## config.mk

```make
export PLATFORM = sky130hd
export DESIGN_NAME = dst_dma_chan
export DESIGN_NICKNAME = d
export VERILOG_FILES = /design/src/rtl/dst_dma_pkg.sv /design/src/rtl/dst_dma_engine.sv /design/src/rtl/dst_dma_regs.sv /design/src/rtl/dst_dma_chan.sv
export SDC_FILE = /design/constraint.sdc
export NUM_CORES = 1
export LEC_CHECK = 0
export ABC_CLOCK_PERIOD_IN_PS = 2700
export BUFFER_PORTS_ARGS = -buffer_cell sky130_fd_sc_hd__buf_2
export CAP_MARGIN = 10
export CORE_MARGIN = 5
export CORE_UTILIZATION = 25
export CTS_BUF_LIST = sky130_fd_sc_hd__clkbuf_4
export CTS_CLUSTER_SIZE = 8
export DETAILED_ROUTE_END_ITERATION = 8
export PLACE_DENSITY_LB_ADDON = 0.3
export SYNTH_ARGS = -nofsm -noshare
export SYNTH_HDL_FRONTEND = slang
export SYNTH_HIERARCHICAL = 1
export SYNTH_SLANG_ARGS = --single-unit
```

## constraint.sdc

```tcl
create_clock -name clk_i -period 2.7 [get_ports clk_i]
set_clock_uncertainty 0.15 [all_clocks]
set_input_delay 0.675 -clock clk_i [delete_from_list [all_inputs] [get_ports clk_i]]
set_output_delay 0.675 -clock clk_i [all_outputs]
set_load 0.005 [all_outputs]
```

## src/rtl/dst_dma_pkg.sv

```systemverilog
package dst_dma_pkg;
  localparam int unsigned IDX_ADDR   = 0;
  localparam int unsigned IDX_SIZE   = 1;
  localparam int unsigned IDX_STAT   = 2;
  localparam int unsigned IDX_CTRL   = 3;
  localparam int unsigned IDX_CSUM   = 4;
  localparam int unsigned IDX_FLAGS  = 5;
  localparam int unsigned IDX_UNMASK = 6;
  localparam int unsigned IDX_MASK   = 7;
  localparam int unsigned IDX_MASKRD = 8;

  localparam logic [31:0] CTRL_RST = 32'h803F_FA00;

  localparam int unsigned CB_PAUSE_MEM  = 0;
  localparam int unsigned CB_PAUSE_STRM = 1;
  localparam int unsigned CB_FIXED      = 22;
  localparam int unsigned CB_SWAP       = 23;

  localparam int unsigned FB_MEM_DONE = 0;
  localparam int unsigned FB_DONE     = 1;
  localparam int unsigned FB_BUS_ERR  = 2;
  localparam int unsigned FB_OVF      = 7;

  localparam int unsigned SB_BUSY    = 0;
  localparam int unsigned SB_CNT_LSB = 13;

  function automatic logic [31:0] swap_bytes(input logic [31:0] w);
    return {w[7:0], w[15:8], w[23:16], w[31:24]};
  endfunction
endpackage

```

## src/rtl/dst_dma_engine.sv

```systemverilog
module dst_dma_engine
  import dst_dma_pkg::*;
(
  input  logic        clk_i,
  input  logic        rst_ni,
  input  logic        s_valid_i,
  input  logic [31:0] s_data_i,
  output logic        s_ready_o,
  input  logic        armed_i,
  input  logic        paused_i,
  input  logic        swap_i,
  output logic        mem_req_o,
  output logic [31:0] mem_data_o,
  input  logic        mem_ack_i,
  input  logic        mem_err_i,
  output logic        acc_o,
  output logic [31:0] acc_word_o,
  output logic        word_done_o,
  output logic        wr_err_o,
  output logic        ovf_o
);
  logic        full_q;
  logic [31:0] buf_q;

  assign s_ready_o   = armed_i && !paused_i && !full_q;
  assign acc_o       = s_valid_i && s_ready_o;
  assign acc_word_o  = s_data_i;
  assign ovf_o       = s_valid_i && (paused_i || !armed_i);
  assign mem_req_o   = full_q;
  assign mem_data_o  = buf_q;
  assign word_done_o = full_q && mem_ack_i;
  assign wr_err_o    = word_done_o && mem_err_i;

  always_ff @(posedge clk_i or negedge rst_ni) begin
    if (!rst_ni) begin
      full_q <= 1'b0;
      buf_q  <= '0;
    end else if (acc_o) begin
      full_q <= 1'b1;
      buf_q  <= swap_i ? swap_bytes(s_data_i) : s_data_i;
    end else if (word_done_o) begin
      full_q <= 1'b0;
    end
  end

  p_hold_req_r4: assert property (@(posedge clk_i) disable iff (!rst_ni)
    mem_req_o && !mem_ack_i |=> mem_req_o && $stable(mem_data_o));
  p_one_word_r12: assert property (@(posedge clk_i) disable iff (!rst_ni)
    s_valid_i && s_ready_o |=> !s_ready_o);
  p_drop_no_req_r3: assert property (@(posedge clk_i) disable iff (!rst_ni)
    ovf_o && !mem_req_o |=> !mem_req_o);
endmodule

```

## src/rtl/dst_dma_regs.sv

```systemverilog
module dst_dma_regs
  import dst_dma_pkg::*;
#(
  parameter int unsigned ADDR_W = 32,
  parameter int unsigned SIZE_W = 29,
  parameter int unsigned IDX_W  = 4,
  parameter int unsigned CNT_W  = 3,
  parameter int unsigned NFLG   = 8
) (
  input  logic              clk_i,
  input  logic              rst_ni,
  input  logic              reg_we_i,
  input  logic [IDX_W-1:0]  reg_idx_i,
  input  logic [31:0]       reg_wdata_i,
  output logic [31:0]       reg_rdata_o,
  input  logic              acc_i,
  input  logic [31:0]       acc_word_i,
  input  logic              word_done_i,
  input  logic              wr_err_i,
  input  logic              ovf_i,
  output logic              armed_o,
  output logic              paused_o,
  output logic              swap_o,
  output logic [ADDR_W-1:0] addr_o,
  output logic              irq_o
);
  localparam int unsigned WORD_B = 4;
  localparam logic [SIZE_W-1:0] SIZE_STEP = SIZE_W'(WORD_B);

  logic [ADDR_W-1:0] addr_q;
  logic [SIZE_W-1:0] size_q, size_wr;
  logic [31:0]       ctrl_q, csum_q;
  logic [NFLG-1:0]   flg_q, mask_q, flg_set, flg_clr;
  logic [CNT_W-1:0]  cnt_q;
  logic              busy_q;
  logic              wr_size, last_ack, done_evt;

  function automatic logic hit(input int unsigned idx);
    return reg_we_i && (reg_idx_i == IDX_W'(idx));
  endfunction

  assign armed_o  = (size_q != '0);
  assign paused_o = ctrl_q[CB_PAUSE_MEM] || ctrl_q[CB_PAUSE_STRM];
  assign swap_o   = ctrl_q[CB_SWAP];
  assign addr_o   = addr_q;

  assign size_wr  = {reg_wdata_i[SIZE_W-1:2], 2'b00};
  assign wr_size  = hit(IDX_SIZE) && !armed_o;
  assign last_ack = word_done_i && (size_q == SIZE_STEP);
  assign done_evt = last_ack || (wr_size && size_wr == '0);

  always_comb begin
    flg_set              = '0;
    flg_set[FB_OVF]      = ovf_i;
    flg_set[FB_BUS_ERR]  = wr_err_i;
    flg_set[FB_DONE]     = done_evt;
    flg_set[FB_MEM_DONE] = done_evt;
    flg_clr = hit(IDX_FLAGS) ? reg_wdata_i[NFLG-1:0] : '0;
  end

  always_ff @(posedge clk_i or negedge rst_ni) begin
    if (!rst_ni) begin
      addr_q <= '0;
      size_q <= '0;
      ctrl_q <= CTRL_RST;
      csum_q <= '0;
      flg_q  <= '0;
      mask_q <= '1;
      cnt_q  <= '0;
      busy_q <= 1'b0;
    end else begin
      if (hit(IDX_ADDR))                        addr_q <= {reg_wdata_i[ADDR_W-1:2], 2'b00};
      else if (word_done_i && !ctrl_q[CB_FIXED]) addr_q <= addr_q + ADDR_W'(WORD_B);

      if (wr_size)          size_q <= size_wr;
      else if (word_done_i) size_q <= size_q - SIZE_STEP;

      if (done_evt)     busy_q <= 1'b0;
      else if (wr_size) busy_q <= 1'b1;

      if (hit(IDX_CTRL)) ctrl_q <= reg_wdata_i;

      if (hit(IDX_CSUM)) csum_q <= reg_wdata_i;
      else if (acc_i)    csum_q <= csum_q + acc_word_i;

      flg_q <= (flg_q & ~flg_clr) | flg_set;
      cnt_q <= cnt_q + CNT_W'(done_evt) - CNT_W'(flg_clr[FB_DONE] && flg_q[FB_DONE]);

      if (hit(IDX_UNMASK))    mask_q <= mask_q & ~reg_wdata_i[NFLG-1:0];
      else if (hit(IDX_MASK)) mask_q <= mask_q | reg_wdata_i[NFLG-1:0];
    end
  end

  assign irq_o = |(flg_q & ~mask_q);

  always_comb begin
    reg_rdata_o = '0;
    case (reg_idx_i)
      IDX_W'(IDX_ADDR):   reg_rdata_o = 32'(addr_q);
      IDX_W'(IDX_SIZE):   reg_rdata_o = 32'(size_q);
      IDX_W'(IDX_STAT): begin
        reg_rdata_o[SB_BUSY] = busy_q;
        reg_rdata_o[SB_CNT_LSB +: CNT_W] = cnt_q;
      end
      IDX_W'(IDX_CTRL):   reg_rdata_o = ctrl_q;
      IDX_W'(IDX_CSUM):   reg_rdata_o = csum_q;
      IDX_W'(IDX_FLAGS):  reg_rdata_o = 32'(flg_q);
      IDX_W'(IDX_MASKRD): reg_rdata_o = 32'(mask_q);
      default:            reg_rdata_o = '0;
    endcase
  end

  p_addr_step_r4: assert property (@(posedge clk_i) disable iff (!rst_ni)
    word_done_i && !ctrl_q[CB_FIXED] && !hit(IDX_ADDR)
    |=> addr_q == $past(addr_q) + ADDR_W'(WORD_B));
  p_done_flags_r8: assert property (@(posedge clk_i) disable iff (!rst_ni)
    last_ack |=> flg_q[FB_DONE] && flg_q[FB_MEM_DONE] && !busy_q);
  p_overflow_r3: assert property (@(posedge clk_i) disable iff (!rst_ni)
    ovf_i |=> flg_q[FB_OVF]);
  p_bus_err_r7: assert property (@(posedge clk_i) disable iff (!rst_ni)
    wr_err_i |=> flg_q[FB_BUS_ERR]);
  p_size_locked_r11: assert property (@(posedge clk_i) disable iff (!rst_ni)
    armed_o && hit(IDX_SIZE) && !word_done_i |=> size_q == $past(size_q));
endmodule

```

## src/rtl/dst_dma_chan.sv

```systemverilog
module dst_dma_chan
  import dst_dma_pkg::*;
#(
  parameter int unsigned SIZE_W = 29,
  parameter int unsigned CNT_W  = 3
) (
  input  logic        clk_i,
  input  logic        rst_ni,
  input  logic        reg_we_i,
  input  logic [3:0]  reg_idx_i,
  input  logic [31:0] reg_wdata_i,
  output logic [31:0] reg_rdata_o,
  input  logic        s_valid_i,
  input  logic [31:0] s_data_i,
  output logic        s_ready_o,
  output logic        mem_req_o,
  output logic [31:0] mem_addr_o,
  output logic [31:0] mem_data_o,
  input  logic        mem_ack_i,
  input  logic        mem_err_i,
  output logic        irq_o
);
  logic        armed, paused, swap, acc, word_done, wr_err, ovf;
  logic [31:0] acc_word;

  dst_dma_engine u_engine (
    .clk_i, .rst_ni, .s_valid_i, .s_data_i, .s_ready_o,
    .armed_i(armed), .paused_i(paused), .swap_i(swap),
    .mem_req_o, .mem_data_o, .mem_ack_i, .mem_err_i,
    .acc_o(acc), .acc_word_o(acc_word), .word_done_o(word_done),
    .wr_err_o(wr_err), .ovf_o(ovf)
  );

  dst_dma_regs #(
    .ADDR_W(32), .SIZE_W(SIZE_W), .IDX_W(4), .CNT_W(CNT_W), .NFLG(8)
  ) u_regs (
    .clk_i, .rst_ni, .reg_we_i, .reg_idx_i, .reg_wdata_i, .reg_rdata_o,
    .acc_i(acc), .acc_word_i(acc_word), .word_done_i(word_done),
    .wr_err_i(wr_err), .ovf_i(ovf),
    .armed_o(armed), .paused_o(paused), .swap_o(swap),
    .addr_o(mem_addr_o), .irq_o
  );
endmodule

```

==> PnR_summary.wiki <==
{| class="wikitable"
! Metric !! Value
|-
| Run status || complete, but fails checks
|-
| Violations in the final reports || negative setup slack
|-
| Layout filler cell count || 4624
|-
| TritonCTS clock tree || built
|-
| Post-Syn Area per Cell || 9.442 um^2
|-
| Sequential fraction of design power || 32.2%
|-
| Top cell type by total area after synthesis || sky130_fd_sc_hd__dfrtp_1
|-
| XOR/XNOR share of the synthesized area || 5.569%
|-
| Critical path start-end classification || flop to output port
|-
| Critical-path top delay cell || sky130_fd_sc_hd__or4_4
|-
| Required time of the worst setup path || 1.88 ns
|-
| Synthesized flop and latch total || 174
|-
| Worst-margin pin slew || 0.5442 ns
|-
| Net switching share of the total power || 40.33%
|-
| Deepest clock path buffer count || 2
|-
| Post-synthesis adder-cell area fraction || 4.381%
|-
| Post-synthesis cell area || 0.01148 mm^2
|-
| Combinational group share of total power || 56.3%
|-
| Routed met3 length || 2274 um
|-
| Post-detailed-routing wire length || 43440 um
|-
| Number of vias after detailed routing || 10814
|-
| Num ports || 173
|-
| Largest net degree at the start of global routing || 61
|-
| Hold path startpoint || reg_wdata_i[30]
|-
| Synth Warn # || 6
|-
| Placeable core region || 0.04538 mm^2
|-
| Leading cell types by total area after synthesis || sky130_fd_sc_hd__dfrtp_1 33%, sky130_fd_sc_hd__mux2_2 7.1%, sky130_fd_sc_hd__nand2_1 5.4%, sky130_fd_sc_hd__dfstp_2 4.8%, sky130_fd_sc_hd__a21oi_1 4.1%
|-
| Most frequent cells in the layout || 249 x sky130_fd_sc_hd__buf_4, 164 x sky130_fd_sc_hd__buf_2, 152 x sky130_fd_sc_hd__dfrtp_1
|-
| Stage delay of the slowest cell on the critical path || 0.55 ns
|-
| Fraction of the mapped netlist area in simple logic gates || 16.97%
|-
| Cells on worst reg2reg path || 16
|-
| Worst flop-to-flop path endpoint || u_engine/mem_data_o[22]
|-
| Weighted congestion reported at the end of routability-driven placement || 0.8832
|-
| Setup-failing EPs final || 101
|-
| Reported max-cap violation count || 0
|-
| Slack of the critical path || -0.7479 ns
|-
| Multiplexer area fraction after synthesis || 13.04%
|-
| Clk_lat worst skew || 0.72 ns
|-
| Final cell utilization of the core || 35.52%
|-
| Unrepaired setup endpoints after global routing || yes
|-
| Number of port buffers || 170
|-
| Wire length on met2 || 19160 um
|-
| Number of enable-type register cells in the synthesized netlist || 0
|-
| Worst voltage drop across the vdd grid || 422.2 uV
|-
| Total internal power || 8622 uW
|-
| Width of the die || 224.3 um
|-
| Share of post-route cells with drive strength above 1 || 45.39%
|-
| Minimum period implied by the final worst setup slack || 3.448 ns
|-
| Dominant combinational cell family by area after synthesis || simple AND/OR/NAND/NOR gates
|-
| Sum Neg Setup Slack || -42.56 ns
|-
| Worst Hold Margin || 0.09858 ns
|-
| Part of the cycle the worst path needs || 127.7%
|-
| Largest fanout of any net on the critical path || 2
|-
| Post-Route M1 WL || 21060 um
|-
| Data arrival time of the critical path || 2.62 ns
|-
| Asr flop ratio synth || 100.0%
|-
| Remaining max-slew budget at the tightest pin || 63.67%
|-
| DRC errors left || 0
|-
| Layout overhead on the synthesized area || 40.41%
|-
| Std-Cell Rows || 78
|-
| Number of cells traversed by the worst hold path || 3
|-
| Cell area power density || 896.3 mW/mm^2
|-
| Hold worst-path end || u_regs/addr_o[30]
|-
| Total grt overflow || 0
|-
| Maximum clock rate || 0.2900 GHz
|-
| Antenna Nets Post-Route || 0
|-
| Initial cell density of the core || 25.30%
|-
| Antenna violations before repair || 2
|-
| Number of sinks driven by the clock tree || 174
|-
| Root buf cell || sky130_fd_sc_hd__clkbuf_4
|-
| Static leakage power || 0.007334 uW
|-
| Top sig layer || met4
|-
| Global-route wire length before repair || 65970 um
|-
| Number of DRC markers in iteration 0 || 863
|-
| Routed length per placed instance || 19.48 um
|-
| Number of instances in the synthesized netlist || 1216
|-
| Number of CTS-inserted buffers || 17
|-
| Number of global-route vias before repair || 10755
|-
| Start of the worst register-to-register path || u_regs/size_q[23]
|-
| Area fraction of the dominant cell type after synthesis || 33.35%
|-
| Final #Nets || 1728
|-
| Clock H-tree levels || 4
|-
| Number of detailed-route iterations in the first pass || 7
|-
| Pins over their slew limit || 0
|-
| HPWL reported at the end of detailed placement || 33120 um
|-
| Register area share after synthesis || 38.15%
|-
| Post-synthesis compound-gate area fraction || 15.15%
|-
| Prevailing post-synth register cell || sky130_fd_sc_hd__dfrtp_1
|-
| Startpoint type of the worst setup path || flop
|-
| Slack of the worst reg-to-reg path || -0.68 ns
|-
| CP endpoint kind || output port
|-
| Total routing resource utilization after global routing || 17.06%
|-
| Final hold vios || 0
|-
| Type of the most critical hold path || input port to flop
|-
| Clock-pin slew on the worst setup and hold paths || 0.16 ns
|-
| Avg Vias per Cell || 4.849
|-
| Commonest non-fill, non-tap cell in the layout || sky130_fd_sc_hd__buf_4
|-
| Vertical die dimension || 224.3 um
|-
| Distinct cells, synth || 78
|-
| Series of cell instances along the critical path || or4_4 > nor4_4 > nand3_2 > nor3_2 > buf_4 > nand2_4 > nand2b_4 > nor2_1 > buf_2
|-
| Full die area || 0.05031 mm^2
|-
| Part of the power in the clock network || 11.5%
|-
| Net switching power || 5827 uW
|}
==> cells by family (layout without fill, tap and decap cells) <==
kind of cell	count (synthesis)	after routing
xor+xnor	73	73
fa+ha+maj	39	39
mux	126	126
flops	174	174
compound gates	272	272
simple gates	407	407
other cells	1	4
buf+inv	124	535
==> synthesized netlist by cell type, drive strengths merged, types with 4 or more instances <==
master	number
nand2	164
dfrtp	153
mux2	105
a21oi	95
nor2	95
o21ai	64
buf	62
clkbuf	40
xor2	39
ha	37
xnor2	34
a222oi	29
nand3	28
inv	22
dfstp	21
mux2i	21
nor3	21
nand4	19
and3	18
a21o	14
nor4	14
a22oi	12
a31oi	12
o211ai	9
or4	9
or3	8
nand2b	6
nor2b	6
a31o	5
o21a	5
o21bai	5
o22ai	5
and2	4
o31ai	4
==> layer usage <==
layer | up-vias | track usage, %
met3 | 40 | 3.080
met1 | 5271 | 24.83
met4 | 0 | 5.087
met2 | 317 | 25.87
met5 | - | 0
li1 | 5186 | -
==> flip-flops by register name, indices dropped and copies added, names as in the netlist <==
register and cells:
u_regs/ctrl_q 32, u_engine/mem_req_o 1, u_regs/busy_q 1, u_regs/addr_o 30, u_regs/size_q 27, u_regs/mask_q 8, u_engine/mem_data_o 32, u_regs/cnt_q 3
u_regs/flg_q 8, u_regs/csum_q 32
==> repair_timing <==
item | in CTS | in global routing
setup buffers | 41 | 17
pin swaps | 42 | 34
hold endpoints to repair | 28 | 0
hold buffers | 2 | 0
gates cloned | 10 | 1
gates resized for setup | 124 | 51
setup endpoints to repair | 97 | 114
==> layout make-up <==
cell class / count / area [um^2] / share of cell area [%]
multi-input combinational: 919 / 6892 / 42.75
sequential: 174 / 4382 / 27.18
timing repair buffer: 481 / 3710 / 23.01
tap: 600 / 750.7 / 4.657
clock inverter: 13 / 153.9 / 0.9547
clock buffer: 19 / 142.6 / 0.8848
inverter: 22 / 85.08 / 0.5278
antenna: 2 / 5.005 / 0.03105
==> per-stage QoR <==
step / instances / total power [uW] / setup WS (ns) / cell area, um^2
after global placement: 2146 / 12000 / -0.5001 / 14740
after detailed placement: 2146 / 12130 / -0.4986 / 14740
after CTS: 2227 / 14320 / -0.9935 / 16040
after global routing: 2230 / 15530 / -0.8994 / 16120
final: 2230 / 14450 / -0.7479 / 16120
after floorplan: 1217 / 8744 / -0.2006 / 11810
==> worst max path at each step <==
| stage | start | to | slack, ns | cells after the start |
|---|---|---|---|---|
| after floorplan | reg_idx_i[2] | u_regs/cnt_q[2] | -0.20 | 12 |
| after global placement | reg_wdata_i[24] | u_regs/cnt_q[2] | -0.50 | 12 |
| after detailed placement | reg_wdata_i[24] | u_regs/cnt_q[2] | -0.50 | 12 |
| after CTS | u_regs/size_q[23] | s_ready_o | -0.99 | 9 |
| after global routing | u_regs/size_q[18] | s_ready_o | -0.90 | 9 |
| final | u_regs/size_q[23] | s_ready_o | -0.75 | 9 |
==> critical path, delay by kind of cell, from the launching register on <==
| kind | cells | cell delay, ns |
|---|---|---|
| flops | 1 | 0.40 |
| simple gates | 7 | 1.23 |
| buf+inv | 2 | 0.29 |
==> power groups by stage <==
| stage | clock network, uW | registers, uW | logic, uW |
|---|---|---|---|
| after floorplan | 0 | 4420 | 4320 |
| after global placement | 0 | 4620 | 7380 |
| after detailed placement | 0 | 4630 | 7500 |
| after CTS | 1740 | 4610 | 7970 |
| after global routing | 1860 | 4780 | 8890 |
| final | 1670 | 4650 | 8130 |
No activity file was read; power rests on OpenSTA's default activity.
